--- src/rtl/tbr_pkg.sv ---
package tbr_pkg;

    localparam int NUM_CH  = 8;
    localparam int CH_W    = $clog2(NUM_CH);
    localparam int ADDR_W  = CH_W + 1;
    localparam int NUM_BUS = 2;
    localparam int CTRL_W  = 3;

    // Control field; packed order puts connect at bit 2, route at bit 0
    typedef struct packed {
        logic connect;
        logic bus_sel;
        logic route_en;
    } ctrl_t;

    typedef enum logic [1:0] {
        ACC_NONE = 2'd0,
        ACC_CHAN = 2'd1,
        ACC_CTRL = 2'd2
    } access_e;

    function automatic logic [NUM_BUS-1:0] bus_onehot(input logic sel);
        logic [NUM_BUS-1:0] v;
        v = '0;
        v[sel] = 1'b1;
        return v;
    endfunction

    function automatic access_e classify(input logic wr, input logic space);
        if (!wr)   return ACC_NONE;
        if (space) return ACC_CTRL;
        return ACC_CHAN;
    endfunction

endpackage

--- src/rtl/tbr_addr_decode.sv ---
module tbr_addr_decode
    import tbr_pkg::*;
(
    input  logic              clk,
    input  logic              rst,
    input  logic              host_wr,
    input  logic [ADDR_W-1:0] host_addr,
    input  logic [CTRL_W-1:0] host_data,
    output logic              chan_wr,
    output logic [CH_W-1:0]   chan_q,
    output ctrl_t             ctrl_q
);

    access_e acc;

    always_comb begin
        acc     = classify(host_wr, host_addr[ADDR_W-1]);
        chan_wr = (acc == ACC_CHAN);
    end

    always_ff @(posedge clk) begin
        if (rst) begin
            chan_q <= '0;
            ctrl_q <= '0;
        end else begin
            case (acc)
                ACC_CHAN: chan_q <= host_addr[CH_W-1:0];
                ACC_CTRL: ctrl_q <= ctrl_t'(host_data);
                default:  ;
            endcase
        end
    end

endmodule

--- src/rtl/tbr_eoc_sync.sv ---
module tbr_eoc_sync #(
    parameter int STAGES = 2
) (
    input  logic clk,
    input  logic rst,
    input  logic eoc_in,
    output logic eoc_rise
);

    logic [STAGES-1:0] chain;
    logic              last_q;

    generate
        for (genvar i = 0; i < STAGES; i++) begin : g_stage
            if (i == 0) begin : g_first
                always_ff @(posedge clk) begin
                    if (rst) chain[0] <= 1'b0;
                    else     chain[0] <= eoc_in;
                end
            end else begin : g_next
                always_ff @(posedge clk) begin
                    if (rst) chain[i] <= 1'b0;
                    else     chain[i] <= chain[i-1];
                end
            end
        end
    endgenerate

    always_ff @(posedge clk) begin
        if (rst) last_q <= 1'b0;
        else     last_q <= chain[STAGES-1];
    end

    assign eoc_rise = chain[STAGES-1] & ~last_q;

endmodule

--- src/rtl/tbr_route_ctrl.sv ---
module tbr_route_ctrl
    import tbr_pkg::*;
(
    input  logic               clk,
    input  logic               rst,
    input  logic               chan_wr,
    input  ctrl_t              ctrl_q,
    input  logic               eoc_rise,
    output logic [NUM_BUS-1:0] bus_en,
    output logic               gnd_sense_en
);

    logic armed_q;
    logic bus_q;

    // A channel write takes priority over a release edge in the same cycle
    always_ff @(posedge clk) begin
        if (rst) begin
            armed_q <= 1'b0;
            bus_q   <= 1'b0;
        end else if (chan_wr) begin
            armed_q <= ctrl_q.route_en;
            bus_q   <= ctrl_q.bus_sel;
        end else if (eoc_rise) begin
            armed_q <= 1'b0;
        end
    end

    always_comb begin
        bus_en       = armed_q ? bus_onehot(bus_q) : '0;
        gnd_sense_en = armed_q;
    end

endmodule

--- src/rtl/tbr_test_route.sv ---
module tbr_test_route
    import tbr_pkg::*;
#(
    parameter int SYNC_STAGES = 2
) (
    input  logic               clk,
    input  logic               rst,
    input  logic               host_wr,
    input  logic [ADDR_W-1:0]  host_addr,
    input  logic [CTRL_W-1:0]  host_data,
    input  logic               eoc_in,
    output logic [CH_W-1:0]    mux_sel,
    output logic [NUM_BUS-1:0] bus_en,
    output logic               gnd_sense_en,
    output logic               conn_en
);

    logic  chan_wr;
    logic  eoc_rise;
    ctrl_t ctrl_q;

    tbr_addr_decode u_dec (
        .clk       (clk),
        .rst       (rst),
        .host_wr   (host_wr),
        .host_addr (host_addr),
        .host_data (host_data),
        .chan_wr   (chan_wr),
        .chan_q    (mux_sel),
        .ctrl_q    (ctrl_q)
    );

    tbr_eoc_sync #(.STAGES(SYNC_STAGES)) u_sync (
        .clk      (clk),
        .rst      (rst),
        .eoc_in   (eoc_in),
        .eoc_rise (eoc_rise)
    );

    tbr_route_ctrl u_route (
        .clk          (clk),
        .rst          (rst),
        .chan_wr      (chan_wr),
        .ctrl_q       (ctrl_q),
        .eoc_rise     (eoc_rise),
        .bus_en       (bus_en),
        .gnd_sense_en (gnd_sense_en)
    );

    assign conn_en = ctrl_q.connect;

endmodule

--- config.mk ---
export PLATFORM = sky130hd
export DESIGN_NAME = tbr_test_route
export DESIGN_NICKNAME = d
export VERILOG_FILES = /design/src/rtl/tbr_pkg.sv /design/src/rtl/tbr_addr_decode.sv /design/src/rtl/tbr_eoc_sync.sv /design/src/rtl/tbr_route_ctrl.sv /design/src/rtl/tbr_test_route.sv
export SDC_FILE = /design/constraint.sdc
export NUM_CORES = 1
export LEC_CHECK = 0
export ABC_AREA = 1
export BUFFER_PORTS_ARGS = -buffer_cell sky130_fd_sc_hd__buf_2
export CAP_MARGIN = 20
export CELL_PAD_IN_SITES_DETAIL_PLACEMENT = 2
export CELL_PAD_IN_SITES_GLOBAL_PLACEMENT = 2
export CORE_MARGIN = 2
export CORE_UTILIZATION = 22
export CTS_CLUSTER_DIAMETER = 50
export DETAILED_ROUTE_END_ITERATION = 12
export PLACE_DENSITY_LB_ADDON = 0.1
export SLEW_MARGIN = 20
export SYNTH_ARGS = -nofsm -noshare
export SYNTH_HDL_FRONTEND = slang
export SYNTH_HIERARCHICAL = 1
export SYNTH_SLANG_ARGS = --single-unit
--- constraint.sdc ---
create_clock -name clk -period 0.93 [get_ports clk]
set_input_delay 0.279 -clock clk [delete_from_list [all_inputs] [get_ports clk]]
set_output_delay 0.279 -clock clk [all_outputs]
set_load 0.02 [all_outputs]
==> impl_metrics.toml, run 1 <==
[outcome]
outcome = "finished with violations"
failed_checks = "negative setup slack"

[sta]
min_period_ns = 1.16
slew_headroom = 0.891
fmax_mhz = 860
rsz0062_at_grt = "yes"
worst_pin_slew_ns = 0.164
report.final.slew_viol_count = 0
layout_worst_path_cycle_share = 1.25
setup-tns-final_ns = -0.824
skew_ns = 0.000980
setup_ws_ns = -0.232
finalSetupViolCount = 7
hold_viol_final = 0

[clocking]
clock_latency_ns = 0.27
clk_path_buf_depth = 2
cts_tree = "built"
cts_htree_levels = 1
cts_root_buffer = "clkbuf_4"
path_clk_slew_ns = 0.07
numClockSinks = 11
cts_buffers = 3

[layout]
fillers = 245
regArea_um2 = 228
area_growth_pct = 51.4
layout-drive-gt1-share = 0.393
multiInputGateArea_um2 = 159
num-nets-final = 101
antenna_cells = 0

[global_routing]
gr-total-overflow = 0
antenna_found_initial = 0
grt_pass1_wl_um = 2100
grt_pass1_vias = 514
grt_use_total = 0.116
grt_max_degree = 9

[yosys]
synth_edf_count = 0
netlist_area_um2 = 440
ys_seq_area_frac = 0.500
synth_nets = 74
synth_top_area_cell = "dfxtp_1"
yosys_warnings = 6
synth_area_leaders = "dfxtp_1 50%, inv_1 12%, nor2_1 12%"
synth_top_area_frac = 0.500
postSynthCellCount = 63
synth.avg_cell_area_um2 = 6.99
synth_flop_cell = "dfxtp_1"
synth-seq-cells = 11
async_reset_ff_frac = 0
synth_common_cells = "14 x inv_1, 14 x nor2_1, 11 x dfxtp_1, 10 x nand2_1, 6 x nand3_1"
yosysUniqueCellTypes = 10

[min_path]
hp-class = "in2reg"
hold_path_depth = 3
hold_path_end = "u_sync/chain[0]$_SDFF_PP0_"
hold_start = "eoc_in"

[routing]
drc = 0
drt_iter0_drc = 2
drt-total-wl_um = 1170
wire_per_inst_um = 10.1
ant_nets = 0
vias_per_cell = 4.14
vias = 480
firstDrtPassIters = 3

[floorplan]
row_count = 16
core-area_um2 = 1920
fp.dieH_um = 48.7
num_io_pins = 18
die_x_um = 48.7
die_area_um2 = 2380
initial_core_util = 0.229

[place]
gp_congestion = 0.669
portBuffers = 17
pre_cts_ws_ns = -0.0172
hpwlAfterDp_um = 910

[setup_path]
r2r_start = "u_sync/chain[1]$_SDFF_PP0_"
path_max_fanout = 4
path_buf_inv = 2
worst-setup-path-type = "reg2out"
reg2reg_depth = 5
cp-end-kind = "output pin"
crit_chain = "inv_1, nor2_2, buf_4"
crit_family = "flip-flops"
crit_arrival_ns = 0.88
crit_path_start = "u_route/gnd_sense_en$_SDFFE_PP0P_"
slowest_delay_ns = 0.35
start_kind = "flip-flop"
rr_endpoint = "u_route/gnd_sense_en$_SDFFE_PP0P_"
required_ns = 0.65
reg2reg_slack_ns = 0.16
cp_slowest_cell = "dfxtp_2"
cp.depth = 3

[pwr]
power.share.clock = 0.323
switching_share = 0.261
pwr-share-comb = 0.166
p_int_mw = 0.746
power_frac_seq = 0.511
power_density_nw_per_um2 = 1510
leakagePower_nw = 0.348
p_sw_mw = 0.263
ir_drop_uv = 1020

[run]
maxCapViolations = 0
==> kinds of logic after synthesis <==
logic type,after synthesis,share of synthesized area
flip-flops,11,0.500
AO/OA/AOI/OAI,5,0.0568
AND/OR/NAND/NOR,31,0.298
buffers and inverters,16,0.145
==> metal layers <==
metal  part of all wire  GRT usage
met3              0.051     0.0586
met4                  0     0.0286
met1               0.43      0.119
met5                  0          0
met2               0.52      0.208
==> registers in the layout, summed over array words and instances (netlist names) <==
| signal | flops |
|---|---|
| u_dec/chan_q | 3 |
| u_dec/ctrl_q | 3 |
| u_route/bus_q | 1 |
| u_route/gnd_sense_en | 1 |
| u_sync/chain | 2 |
| u_sync/last_q | 1 |
==> tightest hold or removal path, delay by kind of cell <==
| kind | cells | cell delay, ns |
|---|---|---|
| buffers and inverters | 2 | 0.10 |
| AND/OR/NAND/NOR | 1 | 0.06 |
==> worst max path at each step <==
stage,to,slack (ns)
after global placement,u_dec/ctrl_q[0]$_SDFFE_PP0N_,0.02
final,bus_en[0],-0.23
after global routing,bus_en[0],-0.30
after detailed placement,u_route/gnd_sense_en$_SDFFE_PP0P_,-0.02
after floorplan,bus_en[0],0.01
after CTS,bus_en[0],-0.27
==> final cells by class <==
cell class / count / area share
inverters: 15 / 0.0844
repair buffers: 23 / 0.246
clock buffers: 4 / 0.0394
well taps: 27 / 0.0507
multi-input cells: 36 / 0.238
flip-flops and latches: 11 / 0.341
==> placed cells by master (no fill, tap or decap) <==
cell and n:
o21ai_1 1, inv_1 14, nor2_1 13, dfxtp_1 5, buf_2 11, clkbuf_1 1, nand2_1 10, a21oi_1 4
nand3_1 6, nor2_2 1, nor2_4 1, inv_2 1, buf_6 5, dfxtp_2 6, buf_4 7, clkbuf_4 3
==> power by group through the flow <==
stage	sequential [mW]	combinational (mW)	clock, mW
2_1_floorplan	0.535	0.0646	0
3_3_place_gp	0.520	0.149	0
3_5_place_dp	0.521	0.153	0
4_1_cts	0.516	0.168	0.365
5_1_grt	0.519	0.190	0.373
6_report	0.515	0.167	0.326
==> timing repair <==
action                     CTS  global route
hold buffers                 0             0
setup endpoints to repair    7             7
setup buffers                0             1
resized for setup           16             0
==> metrics by stage <==
stage / utilization / area [um^2] / hold slack [ns] / cells / power, mW
global placement: 0.309 / 593 / 0.392 / 111 / 0.669
floorplan: - / 444 / 0.348 / 63 / 0.599
detailed placement: 0.309 / 593 / 0.403 / 111 / 0.674
CTS: 0.343 / 659 / 0.196 / 115 / 1.05
finish: 0.347 / 667 / 0.213 / 116 / 1.01
global route: 0.347 / 667 / 0.234 / 116 / 1.08
Power figures use the tool's default switching activity.
==> inputs of run 2 (changes only) <==
Settings changed: ABC_AREA 1 to default, CORE_UTILIZATION 22 to 26, CTS_CLUSTER_SIZE from default to 16, GPL_ROUTABILITY_DRIVEN from default to 0.
==> run 2 against run 1 <==
  * The run still ends with negative setup slack left
  * Maximum frequency is 0.47% lower
  * Synthesized area is 2.6% higher
  * Cell count is 26% lower
  * Highest routed layer unchanged
==> impl_metrics.toml, run 2 <==
[layout]
final_common_cell = "buf_2"
final_cell_mix = "10 x buf_2, 7 x buf_6, 7 x buf_4, 5 x dfxtp_2, 4 x dfxtp_1"
antenna_cells = 0
area_growth_pct = 53.7
layout-drive-gt1-share = 0.565
fillers = 200
final_cells = 86
num-nets-final = 81
final_area_um2 = 694
fin_util = 0.416
top_regs = "u_dec/chan_q: 3 flops, u_dec/ctrl_q: 3 flops, u_sync/chain: 2 flops"

[sta]
hold_viol_final = 0
skew_ns = 0.00174
fmax_mhz = 856
rsz0062_at_grt = "yes"
setup-tns-final_ns = -0.945
setup_ws_ns = -0.238
slew_headroom = 0.912
min_period_ns = 1.17
worst_pin_slew_ns = 0.128
holdWs_ns = 0.227
layout_worst_path_cycle_share = 1.26
finalSetupViolCount = 8
report.final.slew_viol_count = 0

[floorplan]
fp.dieH_um = 45.7
initial_core_util = 0.270
die_x_um = 45.7
row_count = 15
core-area_um2 = 1670
die_area_um2 = 2090
num_io_pins = 18

[setup_path]
reg2reg_depth = 3
path_max_fanout = 4
crit_family = "flip-flops"
required_ns = 0.65
start_kind = "flip-flop"
crit_chain = "and2_4, buf_6"
rr_endpoint = "u_route/gnd_sense_en$_SDFFE_PP0P_"
crit_arrival_ns = 0.89
r2r_start = "u_sync/chain[1]$_SDFF_PP0_"
reg2reg_slack_ns = -0.05
slowest_delay_ns = 0.35
worst-setup-path-type = "reg2out"
cp_slowest_cell = "dfxtp_4"
cp-end-kind = "output pin"
path_buf_inv = 1

[yosys]
synth_top_area_cell = "dfxtp_1"
synth.most_common_cell = "dfxtp_1"
synth_common_cells = "11 x dfxtp_1, 4 x a21oi_1, 4 x nor2b_1"
async_reset_ff_frac = 0
synth_flop_cell = "dfxtp_1"
ys_seq_area_frac = 0.488
synth_area_leaders = "dfxtp_1 49%, nand4bb_1 7.5%, a21bo_1 6.6%"
synth_edf_count = 0
synth_top_area_frac = 0.488
synth-seq-cells = 11
postSynthCellCount = 43
netlist_area_um2 = 452
synth_nets = 54
synth.avg_cell_area_um2 = 10.5
yosys_warnings = 6
yosysUniqueCellTypes = 17

[clocking]
cts_htree_levels = 1
cts_buffers = 3
clock_latency_ns = 0.26
numClockSinks = 11
clk_path_buf_depth = 2
cts_root_buffer = "clkbuf_4"
path_clk_slew_ns = 0.07
postCtsHoldBufs = 0
cts_tree = "built"

[global_routing]
gr-total-overflow = 0
grt_pass1_vias = 407
grt_use_total = 0.121
grt_max_degree = 11
grt_pass1_wl_um = 1700
antenna_found_initial = 0

[pwr]
leakagePower_nw = 0.296
power_density_nw_per_um2 = 1380
ir_drop_uv = 547
total_power_mw = 0.957

[min_path]
hold_path_end = "u_sync/chain[0]$_SDFF_PP0_"
hold_start = "eoc_in"
hp-class = "in2reg"
hold_path_depth = 2

[routing]
wire_per_inst_um = 13.4
drc = 0
vias_per_cell = 4.74
firstDrtPassIters = 2
ant_nets = 0
drt-total-wl_um = 1150
drt_iter0_drc = 6
vias = 408

[place]
dpl_cell_area_um2 = 578
place_inst = 79
hpwlAfterDp_um = 802
portBuffers = 17
pre_cts_ws_ns = -0.121

[run]
maxCapViolations = 0

[outcome]
failed_checks = "negative setup slack"
outcome = "finished with violations"
run 2: cell count changes after synthesis, sizes merged:
cell     previous run  this run
mux2i               0         1
nand2              10         1
or3b                0         1
nor2               15         1
inv                15         0
nand3               6         3
nand4bb             0         3
o21ai               1         3
nand2b              0         3
buf                 1         2
and2                0         1
nor2b               0         6
a21bo               0         3
run 2: cells by family after synthesis:
group	after synthesis	synth area share
multiplexers	1	0.0222
AO/OA/AOI/OAI	10	0.144
AND/OR/NAND/NOR	19	0.305
buffers and inverters	2	0.0416
flip-flops	11	0.488
run 2: what timing repair did:
item                                    in CTS  in global routing
endpoints found under the setup margin       8                  8
pin swaps                                    3                  1
setup buffers                                1                  2
resized for setup                           21                  5
run 2: power by group:
group	internal, mW	switching [mW]
logic	0.0774	0.0609
clock network	0.166	0.155
registers	0.487	0.0113
total	0.730	0.227
run 2: cell type report:
type,count,area [um^2],area share
tap,17,21.3,0.0306
multi-input combinational,30,231,0.333
timing repair buffer,24,181,0.261
sequential,11,234,0.337
clock buffer,4,26.3,0.0378
run 2: worst max path at each step:
stage | end | from | depth (start not counted) | slack (ns)
after floorplan | u_route/gnd_sense_en$_SDFFE_PP0P_ | host_wr | 4 | -0.10
after global placement | u_route/gnd_sense_en$_SDFFE_PP0P_ | host_wr | 4 | -0.09
after detailed placement | u_route/gnd_sense_en$_SDFFE_PP0P_ | host_wr | 4 | -0.12
after CTS | bus_en[1] | u_route/bus_q$_SDFFE_PP0P_ | 2 | -0.25
after global routing | bus_en[1] | u_route/gnd_sense_en$_SDFFE_PP0P_ | 2 | -0.28
final | bus_en[1] | u_route/gnd_sense_en$_SDFFE_PP0P_ | 2 | -0.24
run 2: metal layers:
layer  part of all wire  global-route usage  vias up
met1               0.47               0.152      193
li1                   -                   -      202
met2               0.47               0.172       13
met5                  0                   0        -
met4                  0              0.0882        0
met3              0.060              0.0357        0
==> inputs of run 3 (changes only) <==
--- a/config.mk
+++ b/config.mk
@@ -12,4 +12,5 @@
 export CORE_MARGIN = 2
 export CORE_UTILIZATION = 26
+export CTS_BUF_LIST = sky130_fd_sc_hd__clkbuf_16
 export CTS_CLUSTER_DIAMETER = 50
 export CTS_CLUSTER_SIZE = 16
==> constraint.sdc (replaced) <==
create_clock -name clk -period 0.93 [get_ports clk]
set_input_delay 0.186 -clock clk [delete_from_list [all_inputs] [get_ports clk]]
set_output_delay 0.186 -clock clk [all_outputs]
set_load 0.02 [all_outputs]
==> run 3 against run 2 <==
  * Non-clock buffer count decreased by 3
  * Critical path depth increased by 1
  * Combinational power decreased by 6%
  * The run still ends with negative setup slack left
  * Highest routed layer unchanged
  * Critical endpoint is now u_route/gnd_sense_en$_SDFFE_PP0P_
  * First-iteration DRC count decreased by 83%
  * Maximum frequency increased by 12%
  * Clock power increased by 140%
  * Power increased by 47%
  * Via count increased by 0.74%
  * Flip-flop and latch count unchanged
==> impl_metrics.toml, run 3 (synthesis results as in run 2) <==
[setup_path]
rr_endpoint = "u_route/gnd_sense_en$_SDFFE_PP0P_"
crit_path_start = "u_sync/chain[1]$_SDFF_PP0_"
critPathCapture = "u_route/gnd_sense_en$_SDFFE_PP0P_"
reg2reg_slack_ns = -0.11
start_kind = "flip-flop"
required_ns = 1.09
cp-end-kind = "flip-flop"
worst-setup-path-type = "reg2reg"
path_max_fanout = 2
reg2reg_depth = 3
r2r_start = "u_sync/chain[1]$_SDFF_PP0_"
crit_arrival_ns = 1.21

[sta]
holdWs_ns = 0.168
min_period_ns = 1.04
report.final.slew_viol_count = 0
rsz0062_at_grt = "yes"
finalSetupViolCount = 3
skew_ns = 0.00188
layout_worst_path_cycle_share = 1.12
hold_viol_final = 0
slew_headroom = 0.907
fmax_mhz = 958
worst_pin_slew_ns = 0.136
setup_ws_ns = -0.113

[global_routing]
grt_use_total = 0.135
grt_pass1_wl_um = 1950
gr-total-overflow = 0
antenna_found_initial = 0
grt_pass1_vias = 437
grt_max_degree = 11

[place]
hpwlAfterDp_um = 840
pre_cts_ws_ns = -0.0593
portBuffers = 17

[layout]
area_growth_pct = 56.5
regArea_um2 = 228
final_common_cell = "buf_2"
top_regs = "u_dec/chan_q: 3 flops, u_dec/ctrl_q: 3 flops, u_sync/chain: 2 flops"
num-nets-final = 78
final_cell_mix = "11 x buf_2, 7 x dfxtp_1, 6 x buf_4, 4 x buf_6"
fillers = 188
antenna_cells = 0
multiInputGateArea_um2 = 234
layout-drive-gt1-share = 0.515

[clocking]
cts_root_buffer = "clkbuf_16"
postCtsHoldBufs = 0
cts_tree = "built"
cts_htree_levels = 1
cts_setup_buffers = 0
cts_buffers = 3
numClockSinks = 11
clock_latency_ns = 0.24
clk_path_buf_depth = 2
path_clk_slew_ns = 0.04

[floorplan]
fp.dieH_um = 45.7
die_area_um2 = 2090
initial_core_util = 0.270
row_count = 15
die_x_um = 45.7
core-area_um2 = 1670
num_io_pins = 18

[pwr]
power_density_nw_per_um2 = 1990
ir_drop_uv = 1310
leakagePower_nw = 0.306

[run]
maxCapViolations = 0

[routing]
vias = 411
drc = 0
firstDrtPassIters = 2
wire_per_inst_um = 14.7
vias_per_cell = 4.95
drt_iter0_drc = 1
ant_nets = 0
drt-total-wl_um = 1220

[outcome]
outcome = "finished with violations"
failed_checks = "negative setup slack"

[min_path]
hp-class = "in2reg"
run 3: cell types whose count changed in the layout (fill, tap and decap cells not counted), sizes merged:
cell    delta
clkbuf     -1
inv        +1
buf        -3
run 3: per-layer routing:
metal	up-vias	share of wire	track usage	wire, um
li1	196	-	-	-
met5	-	0	0	0
met4	0	0	0.0706	0
met1	200	0.42	0.157	518
met3	0	0.060	0.0278	73
met2	15	0.52	0.231	631
run 3: how the worst min path moves through the flow:
stage / from / end / slack, ns / cells past startpoint
detailed placement: eoc_in / u_sync/chain[0]$_SDFF_PP0_ / 0.42 / 2
floorplan: rst / u_dec/ctrl_q[0]$_SDFFE_PP0N_ / 0.26 / 1
global placement: eoc_in / u_sync/chain[0]$_SDFF_PP0_ / 0.40 / 2
CTS: eoc_in / u_sync/chain[0]$_SDFF_PP0_ / 0.17 / 2
global route: eoc_in / u_sync/chain[0]$_SDFF_PP0_ / 0.20 / 2
finish: eoc_in / u_sync/chain[0]$_SDFF_PP0_ / 0.17 / 2
run 3: cell type report:
class / instances / area share
Clock buffer: 3 / 0.106
Clock inverter: 1 / 0.00531
Multi-Input combinational cell: 30 / 0.331
Sequential cell: 11 / 0.322
Tap cell: 17 / 0.0301
Timing Repair Buffer: 21 / 0.205
run 3: power by group:
| group | switching [mW] | internal, mW | leakage [nW] |
|---|---|---|---|
| Combinational | 0.0617 | 0.0685 | 0.172 |
| Clock | 0.210 | 0.564 | 0.0423 |
| Sequential | 0.0106 | 0.491 | 0.0920 |
| Total | 0.283 | 1.12 | 0.306 |
run 3: worst max-delay path, cell delays in order, from the launching register on:
cell and delay (ns):
dfxtp_2 0.31, nor2b_4 0.12, or3b_4 0.39, a21oi_2 0.15
run 3: stage by stage:
stage	area [um^2]	util	instances	power [mW]	setup TNS, ns
global route	707	0.423	83	1.47	-0.387
global placement	572	0.342	79	0.626	-0.0253
finish	707	0.423	83	1.41	-0.299
floorplan	458	-	43	0.574	-0.0352
CTS	671	0.401	83	1.42	-0.274
detailed placement	572	0.342	79	0.629	-0.0593
run 3: timing repair:
| item | CTS | global route |
|---|---|---|
| resized for setup | 8 | 12 |
| endpoints found under the setup margin | 5 | 7 |
| pin swaps | 0 | 3 |
